## src/rtl/iotw_pkg.sv

```systemverilog
package iotw_pkg;
  // descriptor field layout (bit 0 = LSB)
  localparam int F_PSZ_LO      = 0;
  localparam int F_SZ_W        = 5;
  localparam int F_BYP         = 12;
  localparam int F_LVL_LO      = 13;
  localparam int F_LVL_W       = 3;
  localparam int F_TSZ_LO      = 16;
  localparam int F_TBL_LO      = 24;
  localparam int F_TBL_W       = 40;
  localparam int PG_SHIFT_BIAS = 11;
  localparam int IX_WIDTH_BIAS = 8;
  localparam int TBL_ALIGN     = 12;
  localparam int SH_W          = 8;

  typedef enum logic [2:0] {
    FLT_NONE      = 3'd0,
    FLT_LEVELS    = 3'd1,
    FLT_NO_BYPASS = 3'd2,
    FLT_NO_TABLE  = 3'd3,
    FLT_INDIRECT  = 3'd4,
    FLT_ACCESS    = 3'd5,
    FLT_BUS       = 3'd6
  } flt_e;

  typedef enum logic [2:0] {
    ST_IDLE, ST_CHECK, ST_ISSUE, ST_WAIT, ST_DONE
  } st_e;
endpackage

```

## src/rtl/iotw_tve_decode.sv

```systemverilog
module iotw_tve_decode
  import iotw_pkg::*;
#(
  parameter int ADDR_W     = 64,
  parameter int MAX_LEVELS = 4
) (
  input  logic [ADDR_W-1:0]  entry,
  output logic [F_LVL_W-1:0] levels,
  output logic [SH_W-1:0]    pg_shift,
  output logic [SH_W-1:0]    ix_width,
  output logic [SH_W-1:0]    start_shift,
  output logic [ADDR_W-1:0]  root_base,
  output logic               bypass,
  output flt_e               fault
);
  logic [F_SZ_W-1:0] psz;
  logic [F_SZ_W-1:0] tsz;
  logic [SH_W-1:0]   span;
  logic [ADDR_W-1:0] unused_entry;

  assign unused_entry = entry;

  always_comb begin
    levels      = entry[F_LVL_LO +: F_LVL_W];
    psz         = entry[F_PSZ_LO +: F_SZ_W];
    tsz         = entry[F_TSZ_LO +: F_SZ_W];
    pg_shift    = SH_W'(psz) + SH_W'(PG_SHIFT_BIAS);
    ix_width    = SH_W'(tsz) + SH_W'(IX_WIDTH_BIAS);
    span        = SH_W'(ix_width * SH_W'(levels));
    start_shift = span + pg_shift;
    root_base   = '0;
    root_base[TBL_ALIGN +: F_TBL_W] = entry[F_TBL_LO +: F_TBL_W];
    bypass      = (psz == '0);
    if (int'(levels) > MAX_LEVELS)  fault = FLT_LEVELS;
    else if (bypass)                fault = entry[F_BYP] ? FLT_NONE : FLT_NO_BYPASS;
    else if (tsz == '0)             fault = FLT_NO_TABLE;
    else                            fault = FLT_NONE;
  end
endmodule

```

## src/rtl/iotw_index_gen.sv

```systemverilog
module iotw_index_gen
  import iotw_pkg::*;
#(
  parameter int ADDR_W     = 64,
  parameter int ENTRY_LOG2 = 3
) (
  input  logic [ADDR_W-1:0] base,
  input  logic [ADDR_W-1:0] vaddr,
  input  logic [SH_W-1:0]   shift,
  input  logic [SH_W-1:0]   ix_width,
  output logic [ADDR_W-1:0] ent_addr
);
  logic [ADDR_W-1:0] ix_mask;
  logic [ADDR_W-1:0] idx;

  always_comb begin
    ix_mask  = (ADDR_W'(1) << ix_width) - ADDR_W'(1);
    idx      = (vaddr >> shift) & ix_mask;
    ent_addr = base | (idx << ENTRY_LOG2);
  end
endmodule

```

## src/rtl/iotw_bswap.sv

```systemverilog
module iotw_bswap #(
  parameter int BYTES = 8
) (
  input  logic [8*BYTES-1:0] din,
  output logic [8*BYTES-1:0] dout
);
  for (genvar i = 0; i < BYTES; i++) begin : g_lane
    assign dout[8*i +: 8] = din[8*(BYTES-1-i) +: 8];
  end
endmodule

```

## src/rtl/iotw_walker.sv

```systemverilog
module iotw_walker
  import iotw_pkg::*;
#(
  parameter int ADDR_W           = 64,
  parameter int MAX_LEVELS       = 4,
  parameter int BYPASS_ADDR_BITS = 50,
  parameter int BYPASS_PAGE_BITS = 12
) (
  input  logic              clk,
  input  logic              rst_n,
  input  logic              req_valid,
  output logic              req_ready,
  input  logic [ADDR_W-1:0] req_addr,
  input  logic              req_write,
  input  logic [ADDR_W-1:0] req_entry,
  output logic              mem_req_valid,
  input  logic              mem_req_ready,
  output logic [ADDR_W-1:0] mem_req_addr,
  input  logic              mem_rsp_valid,
  input  logic [ADDR_W-1:0] mem_rsp_data,
  input  logic              mem_rsp_err,
  output logic              rsp_valid,
  output logic              rsp_fault,
  output logic [2:0]        rsp_code,
  output logic [ADDR_W-1:0] rsp_page,
  output logic [ADDR_W-1:0] rsp_mask,
  output logic [1:0]        rsp_perm
);
  localparam int ENTRY_BYTES = ADDR_W / 8;
  localparam int ENTRY_LOG2  = $clog2(ENTRY_BYTES);
  localparam logic [ADDR_W-1:0] BYP_OFS_MASK  = (ADDR_W'(1) << BYPASS_PAGE_BITS) - ADDR_W'(1);
  localparam logic [ADDR_W-1:0] BYP_PAGE_MASK =
    ((ADDR_W'(1) << BYPASS_ADDR_BITS) - ADDR_W'(1)) & ~BYP_OFS_MASK;
  localparam logic [ADDR_W-1:0] TBL_LOW_MASK  = (ADDR_W'(1) << TBL_ALIGN) - ADDR_W'(1);

  st_e                st_q, st_d;
  logic [ADDR_W-1:0]  va_q, va_d;
  logic               wr_q, wr_d;
  logic [ADDR_W-1:0]  ent_q, ent_d;
  logic [ADDR_W-1:0]  base_q, base_d;
  logic [SH_W-1:0]    sh_q, sh_d;
  logic [F_LVL_W-1:0] left_q, left_d;
  flt_e               code_q, code_d;
  logic [ADDR_W-1:0]  page_q, page_d;
  logic [ADDR_W-1:0]  mask_q, mask_d;
  logic [1:0]         perm_q, perm_d;

  logic [F_LVL_W-1:0] dec_levels;
  logic [SH_W-1:0]    dec_pgs, dec_ixw, dec_start;
  logic [ADDR_W-1:0]  dec_root;
  logic               dec_bypass;
  flt_e               dec_fault;
  logic [ADDR_W-1:0]  fetched;
  logic [ADDR_W-1:0]  pg_mask;
  logic               perm_bad;

  iotw_tve_decode #(.ADDR_W(ADDR_W), .MAX_LEVELS(MAX_LEVELS)) u_decode (
    .entry(ent_q), .levels(dec_levels), .pg_shift(dec_pgs), .ix_width(dec_ixw),
    .start_shift(dec_start), .root_base(dec_root), .bypass(dec_bypass), .fault(dec_fault)
  );

  iotw_index_gen #(.ADDR_W(ADDR_W), .ENTRY_LOG2(ENTRY_LOG2)) u_index (
    .base(base_q), .vaddr(va_q), .shift(sh_q), .ix_width(dec_ixw), .ent_addr(mem_req_addr)
  );

  iotw_bswap #(.BYTES(ENTRY_BYTES)) u_swap (.din(mem_rsp_data), .dout(fetched));

  assign pg_mask  = (ADDR_W'(1) << dec_pgs) - ADDR_W'(1);
  assign perm_bad = wr_q ? !fetched[1] : !fetched[0];

  // next state
  always_comb begin
    st_d = st_q;   va_d = va_q;   wr_d = wr_q;   ent_d = ent_q;
    base_d = base_q; sh_d = sh_q; left_d = left_q;
    code_d = code_q; page_d = page_q; mask_d = mask_q; perm_d = perm_q;
    case (st_q)
      ST_IDLE: if (req_valid) begin
        st_d = ST_CHECK; va_d = req_addr; wr_d = req_write; ent_d = req_entry;
        code_d = FLT_NONE; page_d = '0; mask_d = '0; perm_d = '0;
      end
      ST_CHECK: begin
        if (dec_fault != FLT_NONE) begin
          code_d = dec_fault; st_d = ST_DONE;
        end else if (dec_bypass) begin
          page_d = va_q & BYP_PAGE_MASK; mask_d = BYP_OFS_MASK; perm_d = 2'b11;
          st_d = ST_DONE;
        end else begin
          base_d = dec_root; sh_d = dec_start; left_d = dec_levels; st_d = ST_ISSUE;
        end
      end
      ST_ISSUE: if (mem_req_ready) st_d = ST_WAIT;
      ST_WAIT: if (mem_rsp_valid) begin
        if (mem_rsp_err) begin
          code_d = FLT_BUS; st_d = ST_DONE;
        end else if (left_q != '0) begin
          if (fetched[1:0] == 2'b00) begin
            code_d = FLT_INDIRECT; st_d = ST_DONE;
          end else begin
            base_d = fetched & ~TBL_LOW_MASK;
            sh_d   = sh_q - dec_ixw;
            left_d = left_q - F_LVL_W'(1);
            st_d   = ST_ISSUE;
          end
        end else if (perm_bad) begin
          code_d = FLT_ACCESS; st_d = ST_DONE;
        end else begin
          page_d = fetched & ~pg_mask; mask_d = pg_mask; perm_d = fetched[1:0];
          st_d = ST_DONE;
        end
      end
      ST_DONE: st_d = ST_IDLE;
      default: st_d = ST_IDLE;
    endcase
  end

  // registers
  always_ff @(posedge clk or negedge rst_n) begin
    if (!rst_n) begin
      st_q <= ST_IDLE; va_q <= '0; wr_q <= 1'b0; ent_q <= '0;
      base_q <= '0; sh_q <= '0; left_q <= '0;
      code_q <= FLT_NONE; page_q <= '0; mask_q <= '0; perm_q <= '0;
    end else begin
      st_q <= st_d; va_q <= va_d; wr_q <= wr_d; ent_q <= ent_d;
      base_q <= base_d; sh_q <= sh_d; left_q <= left_d;
      code_q <= code_d; page_q <= page_d; mask_q <= mask_d; perm_q <= perm_d;
    end
  end

  assign req_ready     = (st_q == ST_IDLE);
  assign mem_req_valid = (st_q == ST_ISSUE);
  assign rsp_valid     = (st_q == ST_DONE);
  assign rsp_fault     = (code_q != FLT_NONE);
  assign rsp_code      = code_q;
  assign rsp_page      = page_q;
  assign rsp_mask      = mask_q;
  assign rsp_perm      = perm_q;

  // assertions
  a_r1_busy_while_answering: assert property (@(posedge clk) disable iff (!rst_n)
    rsp_valid |-> !req_ready);
  a_r11_single_read: assert property (@(posedge clk) disable iff (!rst_n)
    (mem_req_valid && mem_req_ready) |=> !mem_req_valid);
  a_r11_addr_held: assert property (@(posedge clk) disable iff (!rst_n)
    (mem_req_valid && !mem_req_ready) |=> (mem_req_valid && $stable(mem_req_addr)));
  a_r5_entry_aligned: assert property (@(posedge clk) disable iff (!rst_n)
    mem_req_valid |-> (mem_req_addr[ENTRY_LOG2-1:0] == '0));
  a_r9_mask_contiguous: assert property (@(posedge clk) disable iff (!rst_n)
    (rsp_valid && !rsp_fault) |-> (((rsp_mask + ADDR_W'(1)) & rsp_mask) == '0));
  a_r9_page_aligned: assert property (@(posedge clk) disable iff (!rst_n)
    (rsp_valid && !rsp_fault) |-> ((rsp_page & rsp_mask) == '0));
  a_r8_write_granted: assert property (@(posedge clk) disable iff (!rst_n)
    (rsp_valid && !rsp_fault && wr_q) |-> rsp_perm[1]);
  a_r12_fault_clears: assert property (@(posedge clk) disable iff (!rst_n)
    (rsp_valid && rsp_fault) |-> (rsp_page == '0 && rsp_mask == '0 && rsp_perm == 2'b00));
  a_r12_single_pulse: assert property (@(posedge clk) disable iff (!rst_n)
    rsp_valid |=> !rsp_valid);
endmodule

```

## config.mk

```make
export PLATFORM = sky130hd
export DESIGN_NAME = iotw_walker
export DESIGN_NICKNAME = d
export VERILOG_FILES = /design/src/rtl/iotw_pkg.sv /design/src/rtl/iotw_tve_decode.sv /design/src/rtl/iotw_index_gen.sv /design/src/rtl/iotw_bswap.sv /design/src/rtl/iotw_walker.sv
export SDC_FILE = /design/constraint.sdc
export NUM_CORES = 1
export LEC_CHECK = 0
export ABC_AREA = 1
export ABC_CLOCK_PERIOD_IN_PS = 5300
export BUFFER_PORTS_ARGS = -buffer_cell sky130_fd_sc_hd__buf_2
export CAP_MARGIN = 10
export CORE_MARGIN = 2
export CORE_UTILIZATION = 30
export CTS_CLUSTER_DIAMETER = 50
export DETAILED_ROUTE_END_ITERATION = 8
export MAX_ROUTING_LAYER = met4
export PLACE_DENSITY = 0.52
export RECOVER_POWER = 50
export SLEW_MARGIN = 20
export SYNTH_ARGS = -nofsm -noshare
export SYNTH_HDL_FRONTEND = slang
export SYNTH_SLANG_ARGS = --single-unit
```

## constraint.sdc

```tcl
create_clock -name clk -period 5.3 [get_ports clk]
set_input_delay 0.265 -clock clk [delete_from_list [all_inputs] [get_ports clk]]
set_output_delay 0.265 -clock clk [all_outputs]
set_load 0.005 [all_outputs]
```

Word-level counts from Yosys, hierarchy flattened:

Cells that the tools add are included.

* word-level logic and storage cells: 127
* register bits after elaboration: 340
* bits of input ports: 199
* output and inout port bits: 201

* bitwise logic cells: 4
* $lt $le $gt $ge: 1
* equality and inequality tests: 18
* mux-type cells: 66
* multipliers: 1
* reductions and logical operators: 16
* shift operators: 3
* add/sub/neg operators: 7

Operators by type and width (count)
* 64-bit two-way mux: 19
* 64-bit case mux with 3 select lines: 2
* 64-bit case mux with 2 select lines: 1
* 3-bit two-way mux: 23
* 64-bit AND: 1
* 64-bit inverter: 1
* 64-bit OR: 1
* 1-bit by 8-bit << shifter with 64-bit output (first input constant): 1
* 64-bit by 8-bit >> shifter with 61-bit output: 1
* 64-bit by 2-bit subtractor with 64-bit output (second input constant): 1
* 61-bit AND: 1
* 1-bit by 6-bit << shifter with 61-bit output (first input constant): 1
* 61-bit by 2-bit subtractor with 61-bit output (second input constant): 1
* 8-bit two-way mux: 6
* 2-bit != test (second input constant): 11
* 2-bit two-way mux: 9
* 8-bit case mux with 2 select lines: 1
* 5-bit by 4-bit adder with 6-bit output (second input constant): 2
* 3-bit case mux with 4 select lines: 1
* 3-bit nonzero test: 4
* 5-bit logical NOT: 2
* 3-bit case mux with 3 select lines: 1
* 8-bit adder: 1
* 8-bit by 3-bit multiplier with 8-bit output: 1
* 20 further kinds: 23

Depth between registers and ports, before layout:

* depth in word-level cells: 10
* mapped depth: 23
* gate-level depth less buffers: 21

Hierarchy:

Synthesis repeated with hierarchy kept, for this count alone.

* cells, all modules: 3723
* area, all modules: 25485.7 um^2

Modules (own cells, without submodules)
* iotw_walker: times used 1, seq. area each 8508.2 um^2, cells an instance 1905, area an instance 16463.3 um^2
* iotw_index_gen: times used 1, seq. area each 0.0 um^2, cells an instance 1530, area an instance 7071.8 um^2
* iotw_tve_decode: times used 1, seq. area each 0.0 um^2, cells an instance 224, area an instance 1470.2 um^2
* iotw_bswap: times used 1, seq. area each 0.0 um^2, cells an instance 64, area an instance 480.5 um^2

Least setup slack after synthesis:

Ideal clock, no wire load.

* path kind: reg2reg
* start: register ent_q[19]
* end: register sh_q[7]
* setup slack: 1969 ps
* cell stages (with the launch flop): 20
* period minus slack after synthesis: 3331 ps
* setup time: 130 ps
* arrival: 3201 ps
* data required time: 5170 ps
* buffers on the path: 2
* path through: dfrtp_1 inv_2 buf_2 ha_1 buf_4 nand2_1 fa_1 inv_1 fa_1 ha_1 inv_1 nor2_1 nor2_1 nor2_1 nor2_1 inv_1 a21oi_1 a21oi_1 o21ai_0 a31oi_1

* word-level cells in the longest chain between the ends: 7
* elaborated cells on any way between the ends: 18
* those cells by class: add/sub: 3; mul: 1; eq/ne: 1; mux: 10; reduce/logical: 3

Ends and longest elaborated chain
* from (decl): line iotw_walker.sv:39 `logic [ADDR_W-1:0] ent_q, ent_d;`
* from (signal assigned): line iotw_walker.sv:123 `st_q <= st_d; va_q <= va_d; wr_q <= wr_d; ent_q <= ent_d;`
* parallel branches: the longest is 7 deep, another holds 8-bit by 3-bit multiplier with 8-bit output
* to (signal assigned): line iotw_walker.sv:120 `base_q <= '0; sh_q <= '0; left_q <= '0;`
* to (signal assigned): line iotw_walker.sv:124 `base_q <= base_d; sh_q <= sh_d; left_q <= left_d;`
* to (decl): line iotw_walker.sv:41 `logic [SH_W-1:0] sh_q, sh_d;`

Several ways; the timed one is not identified. The select of a mux whose other input is x is not followed.
A chain may end at the register's enable or synchronous reset.

Final worst setup path:

* start: register ent_q[20]
* end: output mem_req_addr[62]

* word-level cells in the longest chain between the ends: 5

Ends and longest elaborated chain
* 5-bit by 4-bit adder with 6-bit output: line iotw_tve_decode.sv:28 `ix_width = SH_W'(tsz) + SH_W'(IX_WIDTH_BIAS);`
* 1-bit by 6-bit << shifter with 61-bit output: line iotw_index_gen.sv:17 `ix_mask = (ADDR_W'(1) << ix_width) - ADDR_W'(1);`
* 61-bit by 2-bit subtractor with 61-bit output: line iotw_index_gen.sv:17
* 61-bit AND: line iotw_index_gen.sv:18 `idx = (vaddr >> shift) & ix_mask;`
* 64-bit OR: line iotw_index_gen.sv:19 `ent_addr = base | (idx << ENTRY_LOG2);`
* to (decl): line iotw_walker.sv:18 `output logic [ADDR_W-1:0] mem_req_addr,`

No other way between the ends.

==> impl_metrics.tcl <==
set metrics [dict create \
    antenna_found_initial 10 \
    cts_buffer_depth 3 \
    final_hold_viol_count 0 \
    cp-endpoint "mem_req_addr[62]" \
    routed_wl_mm 112 \
    area_delta_synth_final_pct 26.8 \
    cts_tree "yes" \
    num_rows 102 \
    regArea_um2 7960 \
    yosys-top-cells-count "nand2_1, nor2_1, o21ai_0" \
    timing.rr.start "ent_q[0]$_DFFE_PN0P_" \
    final_core_util_pct 38.2 \
    crit_path_start_kind "flop" \
    io_buffers 386 \
    fill_cells 8495 \
    worstPathRequired_ns 5.04 \
    cp-startpoint "ent_q[20]$_DFFE_PN0P_" \
    ctsHtreeMaxLevel 2 \
    cts.clk_slew.worst_paths_ns 0.05 \
    p_comb_share_pct 67.4 \
    slew_headroom_pct -183 \
    fin_crit_sh_pct 87.3 \
    cts_root_buf "clkbuf_16" \
    fp.coreArea_um2 77100 \
    intPower_w 0.0107 \
    finalSetupTns_ns 0 \
    multi_input_area_um2 13200 \
    grt_max_degree 129 \
    grt-ovfl-total 0 \
    ys_async_sr_fraction_pct 100 \
    post-cts-setup-buffers 0 \
    avgSynthCellArea_um2 6.69 \
    ys_types 55 \
    yosysSeqAreaShare_pct 34.2 \
    ant_nets 0 \
    p_leak_nw 15.4 \
    p_per_area_nw_per_um2 845 \
    cp_data_arrival_time_ns 4.36 \
    ios 400 \
    dieHeight_um 282 \
    cts_buffers 53 \
    hold_depth 3 \
    drc 0 \
    max_cap_violations 1 \
    switchingPower_w 0.0142 \
    rr_endpoint "rsp_page[14]$_DFFE_PN0P_" \
    ys_top_cells_by_area "dfrtp_1, nand2_1, o21ai_0" \
    reg2reg_slack_ns 1.40 \
    clock.fmax_mhz 216 \
    drv_slew 78 \
    cts_resized 0 \
    start_util_pct 30.2 \
    grt_pass1_vias 24100 \
    rr_worst_depth 16 \
    clock_power_share_pct 15.1 \
    rsz0062_at_grt "false" \
    dieArea_um2 79700 \
    cp-end-kind "output pin" \
    criticalPathCategory "reg -> out" \
    worstPathMaxFanout 16 \
    synth_flop_cell "dfrtp_1" \
    final_nets 4173 \
    synth_edf_count 0 \
    vdd.ir_drop.worst_mv 0.375 \
    holdBufCountCts 157 \
    drive_gt1_share_pct 14.5 \
    skew_ns 0.0333 \
    sequentialPowerShare_pct 17.6 \
    yosysWarnings 0 \
    cts_sinks 318 \
    status "finished, violations left" \
    finalWorstPathRequiredPeriod_ns 4.63 \
    synth.top_cell.area_share_pct 34.2 \
    switching_share_pct 57.0 \
    viasPerCell 5.08 \
    drt_first_pass_iters 6 \
    violations "max-capacitance violations, max-slew violations" \
    setup_viol 0 \
    via_count 25500 \
    die_x_um 282 \
    dp_hpwl_mm 88.6 \
    hold_path.class "in -> reg" \
    wire_per_inst_um 22.4 \
    yosys.area.top_type "dfrtp_1" \
    synthesis.area_um2 23300 \
    post-synth-top-count-cell "nand2_1" \
    gp_congestion 1.05 \
    clk_latency_ns 0.62 \
    synth-seq-cells 318 \
    drtIter0Drc 2448 \
    postSynthCellCount 3474 \
    grt_pass1_wl_mm 160 \
    tightest_slew_ns 4.24 \
    grtUsageTotal_pct 28.2 \
]
layout make-up:
type | count | area share, %
Clock inverter | 37 | 1.85
Multi-Input combinational cell | 2629 | 44.7
Tap cell | 1040 | 4.41
Sequential cell | 318 | 27.0
Inverter | 324 | 4.13
Clock buffer | 63 | 4.69
Antenna cell | 6 | 0.0509
Timing Repair Buffer | 605 | 13.2
worst min path at each step:
stage	from	to	slack, ns
global placement	rst_n	va_q[29]$_DFFE_PN0P_	0.32
finish	mem_rsp_data[41]	base_q[17]$_DFFE_PN0P_	0.03
floorplan	rst_n	base_q[12]$_DFFE_PN0P_	-0.03
CTS	mem_rsp_data[27]	base_q[35]$_DFFE_PN0P_	0.009
detailed placement	rst_n	va_q[28]$_DFFE_PN0P_	0.32
global route	mem_rsp_data[41]	base_q[17]$_DFFE_PN0P_	0.02
placed cells by master, fill, tap and decap left out, types with 57 or more instances in the layout:
cell           count
mux2_2            62
clkbuf_1         122
dfrtp_1          317
a21oi_1           96
inv_1            303
nor2_1           367
nand2_1         1070
buf_2            269
o21ai_0          331
dlygate4sd3_1    157
nand3_1          238
buf_4             57
worst max-delay path: stages, from the launching register on:
cell and delay [ns]:
dfrtp_1 0.40, inv_1 0.13, ha_1 0.57, inv_2 0.25, buf_4 0.27, nand3_1 0.17, nand2_1 0.07, nor2_1 0.13
nand3_1 0.15, nor2_1 0.33, nand4_1 0.20, inv_1 0.14, nand4_1 0.32, nor2_1 0.26, nand2_1 0.14, nand2_1 0.08
buf_2 0.11
per-layer routing:
metal,vias to the layer above,track usage [%],wire length [µm]
li1,12300,-,-
met1,12100,38.1,50700
met2,990,42.8,50100
met3,162,4.54,7800
met4,0,9.21,3780
met5,-,-,0
per-stage QoR:
step                cell area [µm²]  setup slack (ns)  instances  hold WS (ns)  total power, W
floorplan                     23300              1.97       3476       -0.0306          0.0146
global placement              26100              1.38       4759         0.319          0.0208
detailed placement            26100              1.36       4759         0.320          0.0208
CTS                           29600             0.693       5016       0.00851          0.0248
global route                  29500             0.236       5020        0.0228          0.0267
finish                        29500             0.671       5022        0.0310          0.0249
power by group through the flow:
| stage | logic [W] | clock network, W | registers, W |
|---|---|---|---|
| after floorplan | 0.0106 | 0 | 0.00396 |
| after global placement | 0.0165 | 0 | 0.00435 |
| final | 0.0168 | 0.00375 | 0.00437 |
| after CTS | 0.0166 | 0.00382 | 0.00433 |
| after detailed placement | 0.0164 | 0 | 0.00436 |
| after global routing | 0.0183 | 0.00394 | 0.00446 |
sequential cells by signal, summed over array words and instances, names as in the netlist, 3 cells and up:
register,flops
rsp_mask,64
base_q,52
st_q,3
ent_q,54
rsp_page,64
va_q,64
sh_q,8
rsp_code,3
left_q,3
cell families after synthesis:
group           synth area share [%]
flops                           34.2
other cells                   0.0161
compound gates                  15.1
buf+inv                         9.28
simple gates                    33.9
xor+xnor                        1.02
fa+ha+maj                       2.64
mux                             3.82
(Power assumes the default switching activity.)
